==> src/rtl/spi_wcol_pkg.sv <==
`timescale 1ns/1ps
package spi_wcol_pkg;
  localparam int WORD_W    = 8;
  localparam int BIT_CNT_W = $clog2(WORD_W);

  typedef enum logic {
    REG_DATA = 1'b0,
    REG_STAT = 1'b1
  } reg_sel_e;

  localparam int STAT_DONE = 0;
  localparam int STAT_WCOL = 1;
endpackage

==> src/rtl/spi_sync.sv <==
`timescale 1ns/1ps
module spi_sync #(
  parameter int           W       = 1,
  parameter logic [W-1:0] RST_VAL = '0
) (
  input  logic         clk_i,
  input  logic         rst_ni,
  input  logic [W-1:0] d_i,
  output logic [W-1:0] q_o
);
  logic [W-1:0] meta_q, sync_q;

  always_ff @(posedge clk_i or negedge rst_ni) begin
    if (!rst_ni) begin
      meta_q <= RST_VAL;
      sync_q <= RST_VAL;
    end else begin
      meta_q <= d_i;
      sync_q <= meta_q;
    end
  end

  assign q_o = sync_q;
endmodule

==> src/rtl/spi_sclk_gen.sv <==
`timescale 1ns/1ps
module spi_sclk_gen #(
  parameter int DIV_W = 8
) (
  input  logic             clk_i,
  input  logic             rst_ni,
  input  logic             run_i,
  input  logic [DIV_W-1:0] div_i,
  output logic             sclk_o,
  output logic             rise_o,
  output logic             fall_o
);
  logic [DIV_W-1:0] half, hc_q;
  logic             sclk_q, tick;

  // half period in system clocks, floor of 1
  always_comb begin
    half = div_i >> 1;
    if (half == '0) half = DIV_W'(1);
  end

  assign tick = run_i && (hc_q == half - DIV_W'(1));

  always_ff @(posedge clk_i or negedge rst_ni) begin
    if (!rst_ni) begin
      hc_q   <= '0;
      sclk_q <= 1'b0;
    end else if (!run_i) begin
      hc_q   <= '0;
      sclk_q <= 1'b0;
    end else if (tick) begin
      hc_q   <= '0;
      sclk_q <= ~sclk_q;
    end else begin
      hc_q <= hc_q + DIV_W'(1);
    end
  end

  assign sclk_o = sclk_q;
  assign rise_o = tick & ~sclk_q;
  assign fall_o = tick & sclk_q;
endmodule

==> src/rtl/spi_wcol_port.sv <==
`timescale 1ns/1ps
module spi_wcol_port
  import spi_wcol_pkg::*;
#(
  parameter int DIV_W = 8
) (
  input  logic             clk_i,
  input  logic             rst_ni,
  input  logic             master_i,
  input  logic [DIV_W-1:0] div_i,
  input  logic             req_i,
  input  logic             we_i,
  input  logic             addr_i,
  input  logic [WORD_W-1:0] wdata_i,
  output logic [WORD_W-1:0] rdata_o,
  output logic             sclk_o,
  output logic             mosi_o,
  output logic             ss_no,
  input  logic             miso_i,
  input  logic             sclk_i,
  input  logic             mosi_i,
  input  logic             ss_ni,
  output logic             miso_o
);
  logic [WORD_W-1:0]    shreg_q, stat;
  logic [BIT_CNT_W-1:0] bcnt_q;
  logic busy_q, sact_q, win_q, done_q, wcol_q, cap_q;
  logic ss_s, sclk_s, mosi_s, ss_d, sclk_d;
  logic m_rise, m_fall;

  // slave-side inputs: two-flop synchronizer, select idles high
  spi_sync #(.W(3), .RST_VAL(3'b100)) u_sync (
    .clk_i (clk_i),
    .rst_ni(rst_ni),
    .d_i   ({ss_ni, sclk_i, mosi_i}),
    .q_o   ({ss_s, sclk_s, mosi_s})
  );

  spi_sclk_gen #(.DIV_W(DIV_W)) u_sclk (
    .clk_i (clk_i),
    .rst_ni(rst_ni),
    .run_i (busy_q),
    .div_i (div_i),
    .sclk_o(sclk_o),
    .rise_o(m_rise),
    .fall_o(m_fall)
  );

  always_ff @(posedge clk_i or negedge rst_ni) begin
    if (!rst_ni) begin
      ss_d   <= 1'b1;
      sclk_d <= 1'b0;
    end else begin
      ss_d   <= ss_s;
      sclk_d <= sclk_s;
    end
  end

  logic rd, wr, stat_rd, data_rd, data_wr, legal_wr, coll;
  logic start_m, start_s, rise_ev, fall_ev, last, smp_bit;

  assign rd       = req_i & ~we_i;
  assign wr       = req_i & we_i;
  assign stat_rd  = rd & (addr_i == REG_STAT);
  assign data_rd  = rd & (addr_i == REG_DATA);
  assign data_wr  = wr & (addr_i == REG_DATA);
  assign legal_wr = data_wr & ~win_q;
  assign coll     = data_wr & win_q;

  assign start_m = legal_wr & master_i;
  assign start_s = ~master_i & ~sact_q & ss_d & ~ss_s;

  assign rise_ev = busy_q ? m_rise : (sact_q & ~sclk_d & sclk_s);
  assign fall_ev = busy_q ? m_fall : (sact_q & sclk_d & ~sclk_s);
  assign smp_bit = busy_q ? miso_i : mosi_s;
  assign last    = fall_ev & (bcnt_q == BIT_CNT_W'(WORD_W - 1));

  always_ff @(posedge clk_i or negedge rst_ni) begin
    if (!rst_ni) begin
      shreg_q <= '0;
      cap_q   <= 1'b0;
      bcnt_q  <= '0;
      busy_q  <= 1'b0;
      sact_q  <= 1'b0;
      win_q   <= 1'b0;
      done_q  <= 1'b0;
      wcol_q  <= 1'b0;
    end else begin
      // shifter: direct load or one-bit shift, never both
      if (legal_wr)     shreg_q <= wdata_i;
      else if (fall_ev) shreg_q <= {shreg_q[WORD_W-2:0], cap_q};

      if (rise_ev) cap_q <= smp_bit;

      if (start_m || start_s) bcnt_q <= '0;
      else if (fall_ev)       bcnt_q <= bcnt_q + BIT_CNT_W'(1);

      if (start_m)   busy_q <= 1'b1;
      else if (last) busy_q <= 1'b0;

      if (start_s)   sact_q <= 1'b1;
      else if (last) sact_q <= 1'b0;

      // protected window: closes only on status read with done seen
      if (start_m || start_s)      win_q <= 1'b1;
      else if (stat_rd && done_q)  win_q <= 1'b0;

      if (last)                    done_q <= 1'b1;
      else if (data_rd && !win_q)  done_q <= 1'b0;

      if (coll)                    wcol_q <= 1'b1;
      else if (data_rd && !win_q)  wcol_q <= 1'b0;
    end
  end

  always_comb begin
    stat            = '0;
    stat[STAT_DONE] = done_q;
    stat[STAT_WCOL] = wcol_q;
  end

  assign rdata_o = (addr_i == REG_STAT) ? stat : shreg_q;
  assign mosi_o  = busy_q & shreg_q[WORD_W-1];
  assign ss_no   = ~busy_q;
  assign miso_o  = sact_q & shreg_q[WORD_W-1];
endmodule

==> config.mk <==
export PLATFORM = sky130hd
export DESIGN_NAME = spi_wcol_port
export DESIGN_NICKNAME = d
export VERILOG_FILES = /design/src/rtl/spi_wcol_pkg.sv /design/src/rtl/spi_sync.sv /design/src/rtl/spi_sclk_gen.sv /design/src/rtl/spi_wcol_port.sv
export SDC_FILE = /design/constraint.sdc
export NUM_CORES = 1
export LEC_CHECK = 0
export ABC_AREA = 1
export BUFFER_PORTS_ARGS = -buffer_cell sky130_fd_sc_hd__buf_2
export CAP_MARGIN = 20
export CORE_UTILIZATION = 45
export CTS_CLUSTER_DIAMETER = 100
export DETAILED_ROUTE_END_ITERATION = 6
export PLACE_DENSITY = 0.72
export SYNTH_ARGS = -nofsm -noshare
export SYNTH_HDL_FRONTEND = slang
export SYNTH_HIERARCHICAL = 1
export SYNTH_SLANG_ARGS = --single-unit
==> constraint.sdc <==
create_clock -name clk_i -period 2 [get_ports clk_i]
set_input_delay 0.1 -clock clk_i [delete_from_list [all_inputs] [get_ports clk_i]]
set_output_delay 0.1 -clock clk_i [all_outputs]
set_load 0.02 [all_outputs]
* After elaboration in Yosys (flattened, before gate mapping) *
Cells that the tools add are included.

word-level totals
  output and inout port bits = 12
  register bits = 34
  bits of input ports = 26

operators by class
  equal/unequal tests = 3
  reductions and logical operators = 13
  bitwise operators = 30
  $add $sub $neg = 3
  muxes and demuxes = 21

operators with widths
  cell                                              number
  2-to-1 mux 8 bit                                  5
  AND 1 bit                                         20
  nonzero test 2 bit                                7
  2-to-1 mux 1 bit                                  13
  NOT 1 bit                                         10
  adder 8 x 1 -> 8 bit, second input constant       1
  == test 8 bit                                     1
  zero test 8 bit                                   1
  subtractor 8 x 1 -> 8 bit, second input constant  1
  2-to-1 mux 7 bit                                  1
  2-to-1 mux 3 bit                                  2
  adder 3 x 1 -> 3 bit, second input constant       1
  == test 3 bit, second input constant              1
  logical AND 1 bit                                 3
  != test 2 x 1 -> 1 bit, second input constant     1
  zero test 1 bit                                   1
  logical OR 1 bit                                  1

* Longest topological paths before layout *
Gate-level depths: netlist of run 1.

  word-level depth = 10
  mapped depth = 21
  gate-level depth less buffers = 20

* By module *
The synthesis of run 1 kept the hierarchy.

modules (own cells, without submodules)
  module         instances  area each (um^2)  cells each  sequential area each (um^2)
  spi_wcol_port  1          1044.8            147         476.7
  spi_sclk_gen   1          887.1             136         225.2
  spi_sync       1          152.6             6           152.6

* Least setup slack after synthesis of run 1 *
OpenSTA, ideal clock, no wires.

  kind = input -> register
  start = input div_i[2]
  end = register shreg_q[7]
  buffers on the path = 0
  arrival time = 1.926 ns
  stages = 19
  setup slack = -0.043 ns
  data required time = 1.883 ns
  library setup time = 0.117 ns
  cells stage by stage = nor2_1 > nand3_4 > nand2_1 > inv_1 > ha_1 > nand2_1 > nand2_1 > nor2_1 > nand3_1 > nor2_1 > nand3_1 > nor2_1 > nand3_1 > nor2_1 > nand2_1 > nand3_4 > inv_4 > nand2_1 > nand2_1

between the ends
  word-level cells in the longest chain between the ends = 8

RTL lines
  element                           RTL line             RTL
  from (decl)                       spi_wcol_port.sv:10  input logic [DIV_W-1:0] div_i,
  zero test 8 bit                   spi_sclk_gen.sv:19   if (half == '0) half = DIV_W'(1);
  2-to-1 mux 7 bit (*)              spi_sclk_gen.sv:19
  subtractor 8 x 1 -> 8 bit (*)     spi_sclk_gen.sv:22   assign tick = run_i && (hc_q == half - DIV_W'(1));
  == test 8 bit (*)                 spi_sclk_gen.sv:22
  logical AND 1 bit (*)             spi_sclk_gen.sv:22
  AND 1 bit (*)                     spi_sclk_gen.sv:41   assign fall_o = tick & sclk_q;
  named net m_fall                  spi_wcol_port.sv:29  logic m_rise, m_fall;
  2-to-1 mux 1 bit (*)              spi_wcol_port.sv:74  assign fall_ev = busy_q ? m_fall : (sact_q & sclk_d & ~sclk_s);
  nonzero test 2 bit (no line) (*)  n/a
  to (signal assigned)              spi_wcol_port.sv:90  if (legal_wr) shreg_q <= wdata_i;
  to (signal assigned)              spi_wcol_port.sv:91  else if (fall_ev) shreg_q <= {shreg_q[WORD_W-2:0], cap_q};
  to (decl)                         spi_wcol_port.sv:25  logic [WORD_W-1:0] shreg_q, stat;

The timed path passes the listed nets; every way through them passes the cells marked *.
A chain may end at the register's enable or synchronous reset.

* Worst setup path in the final report of run 1 *
  start = input div_i[5]
  end = register shreg_q[0]

The elaborated chain is that of the path after synthesis.

==> results.toml, run 1 <==
[synth]
syn_inst = 289
postSynthAreaPerCell_sq_um = 7.21
yosys_warnings = 6
yosysTopAreaCellShare_pct = 37.2
synthesis.nets = 319
synth_area_sq_mm = 0.00208
synth-seq-cells = 34
synthTopCellsByArea = "dfrtp_1, nand2_1, inv_1"
synth_cell_type_count = 25
synth_seq_area_share_pct = 41.0
yosysTopAreaCell = "dfrtp_1"

[global_route]
grt_use_met2_pct = 30.9
track_usage_pct = 18.9
grt.met1_usage_pct = 24.9
grt_max_degree = 35
globalRoute.totalOverflow = 0
grt_pass1_vias = 1758
grt_pass1_wl_mm = 7.34
antenna_found_initial = 0
grt_use_met3_pct = 4.04
busiest_layer = "met2"

[finish]
layout_common_cells = "nand2_1, inv_1, buf_2, dfrtp_1"
drive_above_1_share_pct = 33.1
nNetsFinal = 385
diodes = 0
fillerInstances = 381
final_area_sq_mm = 0.00275
synthToLayoutAreaGrowth_pct = 31.8
final_core_util_pct = 62.2
final_common_cell = "nand2_1"

[clock_tree]
cts-root-buf = "clkbuf_8"
cts_tree = "built"
cts_buffers = 5
clk_transition_reported_paths_ns = 0.07
clk_latency_ns = 0.29
cts_num_sinks = 34
h-tree-depth = 2
cts_buffer_depth = 2

[die]
io_pins = 38
core_sq_mm = 0.00441
chipWidth_microns = 70.1
rows = 24
die_area_sq_mm = 0.00491
initial_core_util_pct = 47.2
die_y_microns = 70.1

[detailed_routing]
drc = 0
first_pass_iters = 4
drtIter0Drc = 91
routed_wl_mm = 4.56
postRouteAntennaNets = 0
wl_per_cell_microns = 11.2
vias_per_cell = 4.74
vias = 1935

[timing]
rsz0062_at_grt = "true"
finalWorstPathRequiredPeriod_ns = 1.93
clock_skew_ns = 0.0116
slew_headroom_pct = 51.2
period_share_pct = 96.3
clock.fmax_mhz = 519
maxSlewViolCount = 0
setup_viol = 0
max_slew.worst_pin.slew_ns = 0.732
finalHoldViolations = 0

[worst_setup_path]
crit_required_ns = 2.23
worstPathArrival_ns = 2.15
cp-startpoint = "div_i[5]"
r2r_slack_ns = 0.11
r2r-start = "u_sclk/hc_q[1]"
reg2reg_to = "shreg_q[0]"
crit_end = "shreg_q[0]"
r2r.worst_path.cells = 14
critPathLaunchType = "input port"
critPathMaxFanout = 5
cp-end-kind = "flop"
worstSetupPathType = "input port to flop"

[pwr]
leakage_nw = 1.53
power_density_mw_per_mm2 = 1020
peakVddDrop_v = 0.000662

[placed_design]
place_congestion = 0.851
numPortBuffers = 36
place_area_sq_mm = 0.00240
dp_hpwl_mm = 3.25

[worst_hold_path]
hp-class = "input port to flop"
min_from = "wdata_i[4]"

[outcome]
status = "finished, final reports clean"

[flow_run]
max_cap_violations = 0
==> sequential cells by signal, indices dropped and copies added, names as in the netlist, 3 cells and up <==
register,count
shreg_q,8
u_sclk/hc_q,8
bcnt_q,3
u_sync/q_o,3
u_sync/meta_q,3
==> what timing repair did <==
item                                    CTS  global route
hold endpoints to repair                 34             0
gates resized for setup                   0            38
endpoints found under the setup margin    0            15
hold buffers                              4             0
buffers inserted                          0            10
==> critical path: stages <==
cell	delay [ns]
buf_8	0.10
nor2_4	0.13
nand3_4	0.08
nand2_2	0.09
inv_2	0.05
ha_4	0.22
nand2_2	0.07
nand2_1	0.05
nor2_1	0.11
nand3_1	0.09
nor2_1	0.10
nand3_1	0.08
nor2_1	0.11
nand3_1	0.11
nor2_2	0.15
nand2_2	0.11
nand3_4	0.18
buf_6	0.13
nand2_2	0.04
nand2_1	0.05
==> cell type report <==
cell class                      count  area (sq um)  area share [%]
Multi-Input combinational cell    207          1110            40.5
Sequential cell                    34           857            31.2
Timing Repair Buffer               62           422            15.4
Inverter                           45           174            6.33
Clock buffer                        7          86.3            3.14
Tap cell                           52          65.1            2.37
Clock inverter                      1          30.0            1.09
==> how the worst min path moves through the flow <==
stage                       endpoint  slack (ns)  cells after the start
final                     shreg_q[4]        0.09                      5
after detailed placement  shreg_q[4]        0.20                      1
after global routing      shreg_q[4]        0.12                      5
after floorplan            bcnt_q[0]       -0.20                      0
after global placement    shreg_q[4]        0.21                      1
after CTS                 shreg_q[1]         0.1                      5
==> cells by family (layout without fill, tap and decap cells) <==
kind of cell | Yosys count | after routing | synth area share, %
AOI/OAI and AO/OA | 7 | 7 | 1.80
xor gates and xnor gates | 9 | 9 | 3.78
adders and majority gates | 4 | 4 | 2.40
buffers and inverters | 48 | 115 | 9.24
DFF | 34 | 34 | 41.0
and+or+nand+nor | 187 | 187 | 41.8
==> routing by layer <==
layer  up-vias  part of all wire [%]
met2        33                    48
li1       1015                     -
met1       882                    48
met5         -                     0
met3         5                   2.8
met4         0                   1.4
==> synth_stat cells <==
cell type  count
nand2_2        5
nand3_2        2
nand3b_1       2
nor2_4         3
xor2_1         6
inv_2          2
nor2_1        22
nand3_1       19
buf_2          1
dfstp_2        3
inv_4          1
nand3_4        2
nor3_1         2
ha_1           4
clkbuf_2       1
xnor2_1        3
nand2_4        2
inv_1         42
o211ai_1       1
nand4_1        6
buf_6          1
nor2_2        12
nand2_1      110
o21ai_0        6
dfrtp_1       31
==> where the power goes <==
| group | leakage [nW] | total, mW | switching [mW] | internal [mW] |
|---|---|---|---|---|
| Combinational | 1.05 | 1.05 | 0.615 | 0.436 |
| Clock | 0.0585 | 0.645 | 0.239 | 0.406 |
| Sequential | 0.419 | 1.10 | 0.214 | 0.884 |
| Total | 1.53 | 2.79 | 1.07 | 1.73 |
==> stage by stage <==
step / hold slack [ns] / power (mW) / std cells / setup TNS, ns / worst slack, ns
finish: 0.0935 / 2.79 / 408 / 0 / 0.0747
global placement: 0.206 / 2.01 / 386 / -2.34 / -0.195
CTS: 0.0956 / 2.70 / 398 / 0 / 0.0268
detailed placement: 0.199 / 2.04 / 386 / -3.50 / -0.272
floorplan: -0.196 / 1.74 / 289 / 0 / 0.00379
global route: 0.119 / 3.02 / 408 / -0.440 / -0.0699
(Power assumes the default switching activity.)
==> run 2: changes to the inputs <==
==> constraint.sdc (replaced) <==
create_clock -name clk_i -period 2.3 [get_ports clk_i]
set_input_delay 0.115 -clock clk_i [delete_from_list [all_inputs] [get_ports clk_i]]
set_output_delay 0.115 -clock clk_i [all_outputs]
set_load 0.02 [all_outputs]
==> results.toml, run 2 (synthesis gave the netlist of run 1 again) <==
[global_route]
globalRoute.totalOverflow = 0
grt_pass1_wl_mm = 7.21
grt_pass1_vias = 1728
antenna_found_initial = 0
grt_max_degree = 35
track_usage_pct = 18.3

[clock_tree]
clk_transition_reported_paths_ns = 0.07
cts_tree = "built"
cts-root-buf = "clkbuf_8"
cts_buffer_depth = 2
cts_num_sinks = 34
h-tree-depth = 2
clk_latency_ns = 0.28
cts_buffers = 5

[detailed_routing]
vias = 1893
first_pass_iters = 4
wl_per_cell_microns = 10.3
vias_per_cell = 4.74
drc = 0
drtIter0Drc = 140
routed_wl_mm = 4.12
postRouteAntennaNets = 0

[pwr]
leakage_nw = 1.46
p_total_mw = 2.43
power_density_mw_per_mm2 = 937
peakVddDrop_v = 0.000643

[die]
core_sq_mm = 0.00441
die_y_microns = 70.1
die_area_sq_mm = 0.00491
initial_core_util_pct = 47.2
io_pins = 38
chipWidth_microns = 70.1
rows = 24

[timing]
finalWorstPathRequiredPeriod_ns = 2.03
setup_viol = 0
rsz0062_at_grt = "false"
maxSlewViolCount = 0
slew_headroom_pct = 50.8
clock.fmax_mhz = 493
finalHoldViolations = 0
fin_setup_tns_ns = 0
max_slew.worst_pin.slew_ns = 0.738
clock_skew_ns = 0.00823
hold-worst-slack_ns = 0.113
period_share_pct = 88.1

[finish]
largestRegisters = "shreg_q: 8 flops, u_sclk/hc_q: 8 flops"
diodes = 0
layout_common_cells = "nand2_1, inv_1, buf_2, dfrtp_1, nor2_1"
final_common_cell = "nand2_1"
synthToLayoutAreaGrowth_pct = 24.4
fillerInstances = 409
drive_above_1_share_pct = 26.2
nNetsFinal = 376

[worst_setup_path]
cp_common_cell = "nand2_1"
max_stage_delay_ns = 0.30
crit_slowest_cell = "ha_1"
crit_chain = "buf_2 > nor2_2 > nand3_4 > nand2_1 > inv_1 > ha_1 > nand2_1 > nand2_1 > nor2_1 > nand3_1 > nor2_1 > nand3_1 > nor2_1 > nand3_1 > nor2_1 > nand2_2 > nand2_2 > nand2_1 > nand2_1 > nand2_1"
worstSetupPathType = "input port to flop"
critPathMaxFanout = 5
crit_required_ns = 2.47
worstPathArrival_ns = 2.20
cp-end-kind = "flop"
critPathLaunchType = "input port"

[placed_design]
place_congestion = 0.755
numPortBuffers = 36
dp_hpwl_mm = 3.20

[outcome]
status = "finished, final reports clean"

[worst_hold_path]
hp-class = "input port to flop"

[flow_run]
max_cap_violations = 0
## run 2: cell count changes in the layout (fill, tap and decap cells not counted), moves of 2 or more
cell and delta:
nand2_1 +13, nand2_2 -11, buf_4 -7, buf_6 -5
buf_2 +4, dfrtp_1 +2, dfrtp_2 -2, nand2_4 -2
## run 2: area by class of cell
cell class              count  area (sq um)  area share [%]
repair buffers             53           318            12.3
multi-input cells         207          1040            40.2
well taps                  52          65.1            2.51
flip-flops and latches     34           855            32.9
clock inverters             2          60.1            2.32
clock buffers               6          82.6            3.18
inverters                  45           171            6.61
## run 2: path summary, 6_finish.rpt
kind	slack [ns]	depth (start not counted)	startpoint	endpoint
worst min register to register	0.35	0	u_sync/meta_q[1]	u_sync/q_o[1]
worst max-delay path	0.27	20	div_i[2]	busy_q
max in group asynchronous	1.39	2	rst_ni	u_sclk/hc_q[3]
worst min-delay path	0.11	5	wdata_i[5]	shreg_q[5]
worst max register to register	0.45	15	u_sclk/hc_q[2]	busy_q
min in group asynchronous	0.43	2	rst_ni	u_sync/q_o[0]
## run 2: metrics by stage
step / worst slack [ns] / util, % / area, sq um / std cells
global route: 0.0204 / 58.8 / 2590 / 399
CTS: 0.218 / 58.6 / 2590 / 399
global placement: -0.00238 / 54.5 / 2410 / 387
floorplan: 0.242 / - / 2080 / 289
detailed placement: -0.0910 / 54.5 / 2410 / 387
finish: 0.273 / 58.8 / 2590 / 399
## run 2: per-layer routing
metal	vias up	part of all wire, %	GRT usage (%)	routed length, microns
met3	8	4.8	4.91	199
met2	43	47	30.1	1950
li1	994	-	-	-
met4	0	1.7	7.78	72
met1	848	46	22.7	1900
met5	-	0	0	0
## run 2: power by group
part	internal (mW)	switching (mW)	total, mW
Clock	0.462	0.208	0.671
Combinational	0.330	0.487	0.818
Sequential	0.768	0.174	0.942
## run 2: critical path, delay by kind of cell
family | cells | cell delay, ns
and+or+nand+nor | 17 | 1.60
buffers and inverters | 2 | 0.18
adders and majority gates | 1 | 0.30
## run 2: timing repair
| action | 4_1_cts | 5_1_grt |
|---|---|---|
| setup endpoints to repair | 0 | 10 |
| gates resized for setup | 0 | 2 |
| hold buffers | 4 | 0 |
| setup buffers | 0 | 0 |
| endpoints found under the hold margin | 34 | 0 |
==> run 3: changes to the inputs <==
--- a/config.mk
+++ b/config.mk
@@ -9,6 +9,7 @@
 export BUFFER_PORTS_ARGS = -buffer_cell sky130_fd_sc_hd__buf_2
 export CAP_MARGIN = 20
 export CORE_UTILIZATION = 45
+export CTS_BUF_LIST = sky130_fd_sc_hd__clkbuf_16
 export CTS_CLUSTER_DIAMETER = 100
 export DETAILED_ROUTE_END_ITERATION = 6
 export PLACE_DENSITY = 0.72
==> results.toml, run 3 (synthesis gave the netlist of run 1 again) <==
[finish]
diodes = 0
drive_above_1_share_pct = 26.2
layout_common_cells = "nand2_1, inv_1, buf_2, dfrtp_1, nor2_1"
final_common_cell = "nand2_1"
synthToLayoutAreaGrowth_pct = 26.8
largestRegisters = "shreg_q: 8 flops, u_sclk/hc_q: 8 flops"
nNetsFinal = 376

[worst_setup_path]
crit_required_ns = 2.46
critPathMaxFanout = 5
cp-end-kind = "flop"
worstSetupPathType = "input port to flop"
worstPathArrival_ns = 2.21
critPathLaunchType = "input port"

[timing]
maxSlewViolCount = 0
rsz0062_at_grt = "false"
finalHoldViolations = 0
clock_skew_ns = 0.00530
slew_headroom_pct = 50.9
clock.fmax_mhz = 487
max_slew.worst_pin.slew_ns = 0.737
setup_slack_ns = 0.245
fin_setup_tns_ns = 0
finalWorstPathRequiredPeriod_ns = 2.06
setup_viol = 0
period_share_pct = 89.4

[pwr]
seqPwrFrac_pct = 36.2
p_sw_mw = 0.902
p_total_mw = 2.62
power_density_mw_per_mm2 = 991
swShare_pct = 34.5
peakVddDrop_v = 0.000601
power_frac_comb_pct = 31.3
leakage_nw = 1.48
p_int_mw = 1.72
pwr-share-clk_pct = 32.5

[die]
rows = 24
core_sq_mm = 0.00441
chipWidth_microns = 70.1
die_y_microns = 70.1
die_area_sq_mm = 0.00491
initial_core_util_pct = 47.2
io_pins = 38

[clock_tree]
cts_tree = "built"
cts_buffers = 5
clk_transition_reported_paths_ns = 0.06
cts_buffer_depth = 2
cts_num_sinks = 34
h-tree-depth = 2
cts-root-buf = "clkbuf_16"
clk_latency_ns = 0.28
post-cts-setup-buffer-count = 0

[global_route]
track_usage_pct = 18.9
globalRoute.totalOverflow = 0
antenna_found_initial = 0
grt_pass1_vias = 1757
grt_pass1_wl_mm = 7.37
grt_max_degree = 35

[worst_hold_path]
hp-class = "input port to flop"

[placed_design]
place_congestion = 0.755
dp_hpwl_mm = 3.20
numPortBuffers = 36
dp_slack_ns = -0.0910

[detailed_routing]
first_pass_iters = 4
wl_per_cell_microns = 10.6
drc = 0
postRouteAntennaNets = 0
routed_wl_mm = 4.23
vias_per_cell = 4.69
drtIter0Drc = 107
vias = 1871

[outcome]
status = "finished, final reports clean"

[flow_run]
max_cap_violations = 0
-- run 3: cell type report --
cell class                      count  area (sq um)
Timing Repair Buffer               53           318
Fill cell                         398          1770
Clock inverter                      3          63.8
Inverter                           45           171
Tap cell                           52          65.1
Multi-Input combinational cell    207          1040
Sequential cell                    34           855
Clock buffer                        5           125
-- run 3: final timing paths --
kind                                  start             end  slack (ns)  cells after the start
max reg2reg                  u_sclk/hc_q[2]          busy_q        0.43                     15
max                                div_i[2]          busy_q        0.24                     20
min reg2reg                u_sync/meta_q[1]   u_sync/q_o[1]        0.35                      0
max in group asynchronous            rst_ni  u_sclk/hc_q[3]        1.38                      2
min                              wdata_i[5]      shreg_q[5]        0.12                      5
min in group asynchronous            rst_ni   u_sync/q_o[0]        0.44                      2
-- run 3: what timing repair did --
item / 4_1_cts / 5_1_grt
endpoints found under the hold margin: 34 / 0
resized for setup: 0 / 3
endpoints found under the setup margin: 0 / 13
hold buffers: 4 / 0
-- run 3: metrics by stage --
stage / util [%] / hold slack, ns / std cells / area [sq um]
2_1_floorplan: - / -0.181 / 289 / 2080
3_3_place_gp: 54.5 / 0.221 / 387 / 2410
3_5_place_dp: 54.5 / 0.222 / 387 / 2410
4_1_cts: 59.7 / 0.118 / 399 / 2640
5_1_grt: 59.9 / 0.138 / 399 / 2640
6_report: 59.9 / 0.123 / 399 / 2640
-- run 3: power by group through the flow --
stage / registers, mW / clock network (mW) / logic (mW)
final: 0.947 / 0.850 / 0.820
after global routing: 0.972 / 0.889 / 0.928
after CTS: 0.943 / 0.868 / 0.829
after detailed placement: 0.949 / 0 / 0.819
after global placement: 0.944 / 0 / 0.792
after floorplan: 0.894 / 0 / 0.619
-- run 3: worst max-delay path, stage by stage --
cell	delay (ns)
buf_2	0.12
nor2_2	0.15
nand3_4	0.08
nand2_1	0.08
inv_1	0.06
ha_1	0.30
nand2_1	0.09
nand2_1	0.05
nor2_1	0.11
nand3_1	0.10
nor2_1	0.11
nand3_1	0.08
nor2_1	0.08
nand3_1	0.10
nor2_2	0.12
nand2_2	0.10
nand2_2	0.14
nand2_1	0.10
nand2_1	0.08
nand2_1	0.05
-- run 3: metal layers --
metal	part of all wire, %	routed length (microns)	global-route usage [%]
met1	47	2010	23.1
met2	48	2010	31.2
met3	3.5	148	5.05
met4	1.5	63	8.22
met5	0	0	0
